--- config.mk ---
export PLATFORM = sky130hd
export DESIGN_NAME = sram_guard_regs
export DESIGN_NICKNAME = d
export VERILOG_FILES = /design/src/rtl/sram_guard_pkg.sv /design/src/rtl/sg_page_mask.sv /design/src/rtl/sg_key_gate.sv /design/src/rtl/sg_wr_filter.sv /design/src/rtl/sram_guard_regs.sv
export SDC_FILE = /design/constraint.sdc
export NUM_CORES = 1
export LEC_CHECK = 0
export CAP_MARGIN = 5
export CORE_AREA = 4 4 79 81
export DETAILED_ROUTE_END_ITERATION = 12
export DIE_AREA = 0 0 83 85
export PLACE_DENSITY = 0.88
export RECOVER_POWER = 50
export SETUP_SLACK_MARGIN = 0.05
export SKIP_LAST_GASP = 1
export SLEW_MARGIN = 20
export SYNTH_ARGS = -nofsm -noshare
export SYNTH_HDL_FRONTEND = slang
export SYNTH_HIERARCHICAL = 1
export SYNTH_SLANG_ARGS = --single-unit
--- constraint.sdc ---
create_clock -name clk -period 2.3 [get_ports clk]
set_input_delay 0.23 -clock clk [delete_from_list [all_inputs] [get_ports clk]]
set_output_delay 0.23 -clock clk [all_outputs]
set_load 0.005 [all_outputs]
--- src/rtl/sram_guard_pkg.sv ---
package sram_guard_pkg;

    typedef enum logic [1:0] {
        KS_LOCKED = 2'd0,
        KS_ARMED  = 2'd1,
        KS_OPEN   = 2'd2
    } key_state_t;

    localparam int          KEY_W      = 8;
    localparam logic [7:0]  KEY_FIRST  = 8'hCA;
    localparam logic [7:0]  KEY_SECOND = 8'h53;

    localparam int OFS_PROT  = 'h00;
    localparam int OFS_KEY   = 'h04;
    localparam int OFS_ERASE = 'h08;

endpackage

--- src/rtl/sg_page_mask.sv ---
module sg_page_mask #(
    parameter int PAGES = 32
) (
    input  logic             clk,
    input  logic             rst_n,
    input  logic             set_en,
    input  logic [PAGES-1:0] set_bits,
    output logic [PAGES-1:0] mask
);
    // Set-only bits: a 1 written sets, a 0 written has no effect
    always_ff @(posedge clk or negedge rst_n) begin
        if (!rst_n)
            mask <= '0;
        else if (set_en)
            mask <= mask | set_bits;
    end
endmodule

--- src/rtl/sg_key_gate.sv ---
module sg_key_gate
    import sram_guard_pkg::*;
(
    input  logic             clk,
    input  logic             rst_n,
    input  logic             key_wr,
    input  logic [KEY_W-1:0] key_val,
    input  logic             ctl_wr,
    input  logic             ctl_bit,
    output key_state_t       state,
    output logic             erase_en,
    output logic             erase_err
);
    key_state_t state_nx;

    // State register
    always_ff @(posedge clk or negedge rst_n) begin
        if (!rst_n)
            state <= KS_LOCKED;
        else
            state <= state_nx;
    end

    // Next-state logic
    always_comb begin
        state_nx = state;
        unique case (state)
            KS_LOCKED: begin
                if (key_wr && key_val == KEY_FIRST)
                    state_nx = KS_ARMED;
            end
            KS_ARMED: begin
                if (key_wr)
                    state_nx = (key_val == KEY_SECOND) ? KS_OPEN : KS_LOCKED;
            end
            KS_OPEN: begin
                if (key_wr || ctl_wr)
                    state_nx = KS_LOCKED;
            end
            default: state_nx = KS_LOCKED;
        endcase
    end

    // Output register: guarded enable and sticky error flag
    always_ff @(posedge clk or negedge rst_n) begin
        if (!rst_n) begin
            erase_en  <= 1'b0;
            erase_err <= 1'b0;
        end else if (ctl_wr) begin
            if (state == KS_OPEN)
                erase_en <= ctl_bit;
            else
                erase_err <= 1'b1;
        end
    end
endmodule

--- src/rtl/sg_wr_filter.sv ---
module sg_wr_filter #(
    parameter int PAGES  = 32,
    parameter int MEM_AW = 16
) (
    input  logic              clk,
    input  logic              rst_n,
    input  logic [PAGES-1:0]  mask,
    input  logic [MEM_AW-1:0] mem_addr,
    input  logic              mem_we_in,
    output logic              mem_we_out,
    output logic              viol
);
    localparam int PAGE_BITS = $clog2(PAGES);

    logic [PAGE_BITS-1:0] page;
    logic                 hit;
    logic                 unused_low;

    assign page       = mem_addr[MEM_AW-1 -: PAGE_BITS];
    assign unused_low = ^mem_addr[MEM_AW-PAGE_BITS-1:0];
    assign hit        = mask[page];
    assign mem_we_out = mem_we_in & ~hit;

    always_ff @(posedge clk or negedge rst_n) begin
        if (!rst_n)
            viol <= 1'b0;
        else
            viol <= mem_we_in & hit;
    end
endmodule

--- src/rtl/sram_guard_regs.sv ---
module sram_guard_regs
    import sram_guard_pkg::*;
#(
    parameter int REG_AW = 8,
    parameter int DATA_W = 32,
    parameter int PAGES  = 32,
    parameter int MEM_AW = 16
) (
    input  logic              clk,
    input  logic              rst_n,
    input  logic [REG_AW-1:0] reg_addr,
    input  logic [DATA_W-1:0] reg_wdata,
    input  logic              reg_we,
    output logic [DATA_W-1:0] reg_rdata,
    input  logic [MEM_AW-1:0] mem_addr_i,
    input  logic              mem_we_i,
    output logic              mem_we_o,
    output logic              mem_viol_o,
    output logic [PAGES-1:0]  page_prot_o,
    output logic              erase_en_o
);
    logic       sel_prot, sel_key, sel_erase;
    logic       prot_wr, key_wr, erase_wr;
    logic       erase_err_q;
    key_state_t key_state;

    assign sel_prot  = (reg_addr == REG_AW'(OFS_PROT));
    assign sel_key   = (reg_addr == REG_AW'(OFS_KEY));
    assign sel_erase = (reg_addr == REG_AW'(OFS_ERASE));

    assign prot_wr  = reg_we & sel_prot;
    assign key_wr   = reg_we & sel_key;
    assign erase_wr = reg_we & sel_erase;

    sg_page_mask #(.PAGES(PAGES)) u_mask (
        .clk      (clk),
        .rst_n    (rst_n),
        .set_en   (prot_wr),
        .set_bits (reg_wdata[PAGES-1:0]),
        .mask     (page_prot_o)
    );

    sg_key_gate u_gate (
        .clk       (clk),
        .rst_n     (rst_n),
        .key_wr    (key_wr),
        .key_val   (reg_wdata[KEY_W-1:0]),
        .ctl_wr    (erase_wr),
        .ctl_bit   (reg_wdata[0]),
        .state     (key_state),
        .erase_en  (erase_en_o),
        .erase_err (erase_err_q)
    );

    sg_wr_filter #(.PAGES(PAGES), .MEM_AW(MEM_AW)) u_filt (
        .clk        (clk),
        .rst_n      (rst_n),
        .mask       (page_prot_o),
        .mem_addr   (mem_addr_i),
        .mem_we_in  (mem_we_i),
        .mem_we_out (mem_we_o),
        .viol       (mem_viol_o)
    );

    // Read mux: key register and unmapped offsets read zero
    always_comb begin
        reg_rdata = '0;
        if (sel_prot)
            reg_rdata = DATA_W'(page_prot_o);
        else if (sel_erase)
            reg_rdata = DATA_W'({erase_err_q, erase_en_o});
    end
endmodule

# ---- Word level (Yosys, flattened, before mapping)
# Cells that the tools add are included.
dict set report totals {
  register_bits 37
  output_inout_bits 67
  wordCells 39
}
dict set report classes {
  order_cmp 1
  eq_ne 9
  mux 9
  bitwise_logic 8
  reduce_logical 7
}
# cell n
set ops {}
lappend ops {{$mux W32} 1}
lappend ops {{$or A32 B32 Y32} 1}
lappend ops {{$mux W2} 5}
lappend ops {{$eq A8 B3 Y1 const B} 1}
lappend ops {{$eq A8 B4 Y1 const B} 1}
lappend ops {{$eq A8 B7 Y1 const B} 1}
lappend ops {{$eq A8 B8 Y1 const B} 1}
lappend ops {{$logic_not A8 Y1} 1}
lappend ops {{$lt A5 B6 Y1 const B} 1}
lappend ops {{$ne A2 B1 Y1 const B} 3}
lappend ops {{$pmux W2 S3} 1}
lappend ops {{$and A1 B1 Y1} 5}
lappend ops {{$bmux W1 S5} 1}
lappend ops {{$reduce_and A2 Y1} 2}
lappend ops {{$reduce_and A3 Y1} 1}
lappend ops {{$eq A2 B1 Y1 const B} 1}
lappend ops {{$eq A2 B2 Y1 const B} 1}
lappend ops {{$logic_not A2 Y1} 1}
lappend ops {{$not A1 Y1} 2}
lappend ops {{$logic_and A1 B1 Y1} 1}
lappend ops {{$logic_or A1 B1 Y1} 1}
lappend ops {{$mux W1} 1}

# ---- Depth between registers and ports, before layout
dict set report logic_depth {
  ltp_word 5
  depth_mapped 7
  mapped_depth_nobuf 5
}

# ---- Cells and area by module
# Netlist, hierarchy kept.
# module instances cells_each area_per_inst_um2 seq_area_each_um2
set modules_own_cells {}
lappend modules_own_cells {sg_page_mask 1 67 1077.3 800.8}
lappend modules_own_cells {sram_guard_regs 1 81 600.6 0.0}
lappend modules_own_cells {sg_wr_filter 1 46 364.1 25.0}
lappend modules_own_cells {sg_key_gate 1 18 196.4 100.1}

# ---- Worst setup path before layout
# Ideal clock, no wire load.
dict set report synth_path {
  kind {input -> register}
  from {input reg_addr[1]}
  to {register u_mask.mask[20]}
  setup_time_ns 0.064
  arrival_ns 1.640
  slack_ns 0.596
  cell_stages 6
  path_buffers 3
  path_cell_list {or4_4 > buf_6 > buf_6 > nor3_2 > buf_6 > a21o_1}
}
dict set report synth_between {
  elab_chain_len 2
}
# item line_no
set synth_rtl {}
lappend synth_rtl {{start, declared} sram_guard_regs.sv:11} ;# input logic [REG_AW-1:0] reg_addr,
lappend synth_rtl {{$logic_not A8 Y1} sram_guard_regs.sv:27} ;# assign sel_prot = (reg_addr == REG_AW'(OFS_PROT));
lappend synth_rtl {{$and A1 B1 Y1} sram_guard_regs.sv:31} ;# assign prot_wr = reg_we & sel_prot;
lappend synth_rtl {{named net prot_wr} sram_guard_regs.sv:23} ;# logic prot_wr, key_wr, erase_wr;
lappend synth_rtl {{end signal, assigned} sg_page_mask.sv:15} ;# mask <= mask | set_bits;
lappend synth_rtl {{end, declared} sg_page_mask.sv:8} ;# output logic [PAGES-1:0] mask
# The timed path passes the listed nets, and every way through them passes these cells.
# A chain may end at the register's enable or synchronous reset.

# ---- Worst setup path in the final report
dict set report layout_path {
  from {input reg_addr[1]}
  to {output reg_rdata[21]}
}
dict set report layout_between {
  elab_chain_len 2
}
# item line_no
set layout_rtl {}
lappend layout_rtl {{$logic_not A8 Y1} sram_guard_regs.sv:27}
lappend layout_rtl {{$mux W32} sram_guard_regs.sv:68} ;# if (sel_prot)
lappend layout_rtl {{end, declared} sram_guard_regs.sv:14} ;# output logic [DATA_W-1:0] reg_rdata,
# Every way passes these cells.

==> summary.md <==
| Metric | Value |
|---|---|
| Power per cell area | `401 nW/um2` |
| R2R cell count | `5` |
| H-tree lvl count | `2` |
| Hold WC Path Type | `reg -> reg` |
| Max Slew Vio Count | `38` |
| Violated checks | `capacitance limit, slew limit, setup timing` |
| Dominant cell type by area after synthesis | `dfrtp_1` |
| Yosys top cell area share | `41.4%` |
| Reg area | `926 um2` |
| Unrepaired setup endpoints after global routing | `yes` |
| Sequential element share of the synthesized area | `41.4%` |
| Most frequent cells in the layout | `clkdlybuf4s50_1, dfrtp_1, inv_1` |
| Gr usage total | `19.7%` |
| Worst EP arrival | `2.08 ns` |
| GR Util met3 | `5.34%` |
| Root buf cell | `clkbuf_8` |
| Endpoint class of the critical path | `output port` |
| DRC | `0` |
| Die W | `83 um` |
| Vias per std cell | `4.91` |
| Number of synthesis warnings | `6` |
| Filler cell count | `468` |
| WHS Endpoint | `u_gate/erase_err` |
| Cell family with most CP delay | `buffers and inverters` |
| Period minus WS final | `2.31 ns` |
| Num Clock Sinks | `37` |
| Buf/Inv on CP | `3` |
| Worst path max stage delay | `0.57 ns` |
| Average size of a mapped cell | `10.6 um2` |
| Fmax | `432 MHz` |
| Measured slew at the worst slew-check pin | `2.00 ns` |
| # rows | `27` |
| Initial antenna violation count | `0` |
| Vias in the first global route | `2190` |
| Met1 usage | `24.2%` |
| TritonCTS clock tree | `yes` |
| Startpoint Class | `primary input` |
| Die height | `85 um` |
| Clock Skews | `0.00443 ns` |
| ANT nets after route | `0` |
| Drt first pass iters | `4` |
| Final WL | `6860 um` |
| Yosys cell types | `33` |
| Hpwl dp | `5270 um` |
| Layout cells sized above 1 | `18.3%` |
| Most used cell, CP | `clkdlybuf4s50_1` |
| Syn Std Cell Area | `2240 um2` |
| Initial Util | `40.9%` |
| Area of the multi-input gates | `1060 um2` |
| Seq cells post-synth | `37` |
| Clk slew on worst S/H paths | `0.06 ns` |
| First-pass GRT wire length | `11200 um` |
| Crit path kind | `in -> out` |
| # nets final | `399` |
| Initial detailed-routing violation count | `74` |
| Hold path cells | `1` |
| CTS buffer count | `5` |
| Post-DP Area | `3480 um2` |
| Reg2reg end | `u_filt/viol` |
| Full die area | `7060 um2` |
| Pleak | `1.89 nW` |
| Cell area after layout | `3620 um2` |
| GRT Residual Overflow | `0` |
| Min setup slack post-route | `-0.0143 ns` |
| Max VDD drop | `0.302 mV` |
| Most common cell after layout, fill and taps aside | `clkdlybuf4s50_1` |
| HP Start | `u_gate/erase_err` |
| Max-Cap Viols | `1` |
| GPL Wtd Cong | `0.805` |
| Final setup violation count | `3` |
| Mapped Nets | `272` |
| R2R Setup Slk | `1.01 ns` |
| Most crowded layer after global routing | `met2` |
| Crit-path cells | `clkdlybuf4s50_1 -> or4_4 -> buf_12 -> nor3_2 -> clkdlybuf4s50_1` |
| Vias | `2018` |
| Period utilization | `101%` |
| Slowest CP cell | `or4_4` |
| Port bufs | `115` |
| Relative slew slack | `-33.6%` |
| Status | `finished with violations` |
| CTS Buffer Depth | `2` |
| Drt wl/cell | `16.7 um` |
| I/O pins | `127` |
| Synthesized instance count | `212` |
| Pwr Total | `1.45 mW` |
| Hold WS | `0.478 ns` |
| Clock Latency Late Sink | `0.28 ns` |
| P&R area growth vs syn | `61.9%` |
| Crit Reg-Reg Startpoint | `u_mask/mask[1]` |
| GR met2 Demand/Resource | `35.0%` |
| Largest net degree at the start of global routing | `38` |
| Largest cells by area after synthesis | `dfrtp_1, nor3_2, a21o_1, mux2i_1, inv_1` |
| Diodes inserted | `0` |
| Final hold vios | `0` |
| Worst endpoint required time | `2.07 ns` |
| Max Fanout on Critical Path | `21` |
| Core Area | `5470 um2` |
==> worst reg2reg max path: cells and delay by family (launching register included) <==
kind / cells / cell delay [ns]
AO/OA/AOI/OAI: 1 / 0.10
AND/OR/NAND/NOR: 3 / 0.44
multiplexers: 1 / 0.21
flip-flops: 1 / 0.43
==> Yosys cell counts <==
cell type / n
dfrtp_1: 37
inv_1: 33
a21o_1: 31
nor3_2: 27
mux2i_1: 18
buf_6: 11
nand2_1: 6
nand3_1: 5
a22oi_1: 4
nor3_1: 4
a21oi_1: 3
nand2b_1: 3
nor2_1: 3
nor3_4: 3
a21o_2: 2
and2_1: 2
nand3b_1: 2
nand4_1: 2
or3_1: 2
a211oi_1: 1
and2b_1: 1
buf_12: 1
clkbuf_1: 1
mux2_2: 1
nand4b_1: 1
nor2b_1: 1
nor3b_1: 1
nor4_1: 1
nor4b_1: 1
o21ai_0: 1
o32ai_1: 1
or4_1: 1
or4_4: 1
==> report_power, final <==
group / total, mW / switching [mW] / internal (mW)
clock: 0.443 / 0.206 / 0.238
sequential: 0.711 / 0.0310 / 0.680
combinational: 0.299 / 0.118 / 0.181
==> per-stage QoR <==
step	util (%)	std cells	setup WS, ns	TNS (ns)
2_1_floorplan	-	212	0.596	0
3_3_place_gp	63.6	399	-0.185	-4.86
3_5_place_dp	63.6	399	-0.246	-5.65
4_1_cts	66.2	411	-0.0269	-0.103
5_1_grt	66.2	411	-0.0735	-0.747
6_report	66.2	411	-0.0143	-0.0352
==> layer usage <==
layer	vias up	wire length [um]
li1	978	-
met1	957	2880
met2	76	3490
met3	7	413
met4	0	75
met5	-	0
==> state kept, by name (all words and copies together) (netlist names) <==
signal,count
u_mask/mask,32
u_gate/state,2
u_filt/viol,1
u_gate/erase_en,1
u_gate/erase_err,1
==> timing repair <==
action,in CTS,in global routing
hold buffers,0,0
setup endpoints to repair,33,18
cloned,1,0
resized for setup,21,5
buffers inserted,4,0
pin swaps,1,1
==> final cells by class <==
cell class | count | share of cell area [%]
clock buffer | 7 | 2.38
inverter | 33 | 3.42
multi-input combinational | 129 | 29.2
sequential | 37 | 25.6
tap | 72 | 2.49
timing repair buffer | 133 | 37.0
==> logic make-up after synthesis <==
kind of cell           after synthesis  share of synthesized area, %
buffers and inverters               46                          12.1
AND/OR/NAND/NOR                     67                          23.8
multiplexers                        19                          8.55
flip-flops                          37                          41.4
AO/OA/AOI/OAI                       43                          14.1
==> worst max path at each step <==
| stage | from | endpoint | slack (ns) | cells after the start |
|---|---|---|---|---|
| 3_5_place_dp | reg_addr[7] | reg_rdata[31] | -0.25 | 5 |
| 4_1_cts | reg_addr[1] | reg_rdata[25] | -0.03 | 5 |
| 6_report | reg_addr[1] | reg_rdata[21] | -0.01 | 5 |
| 5_1_grt | reg_addr[1] | reg_rdata[14] | -0.07 | 5 |
| 3_3_place_gp | reg_addr[7] | reg_rdata[31] | -0.19 | 5 |
| 2_1_floorplan | reg_addr[1] | u_mask/mask[20] | 0.60 | 6 |
Power figures use the tool's default switching activity.
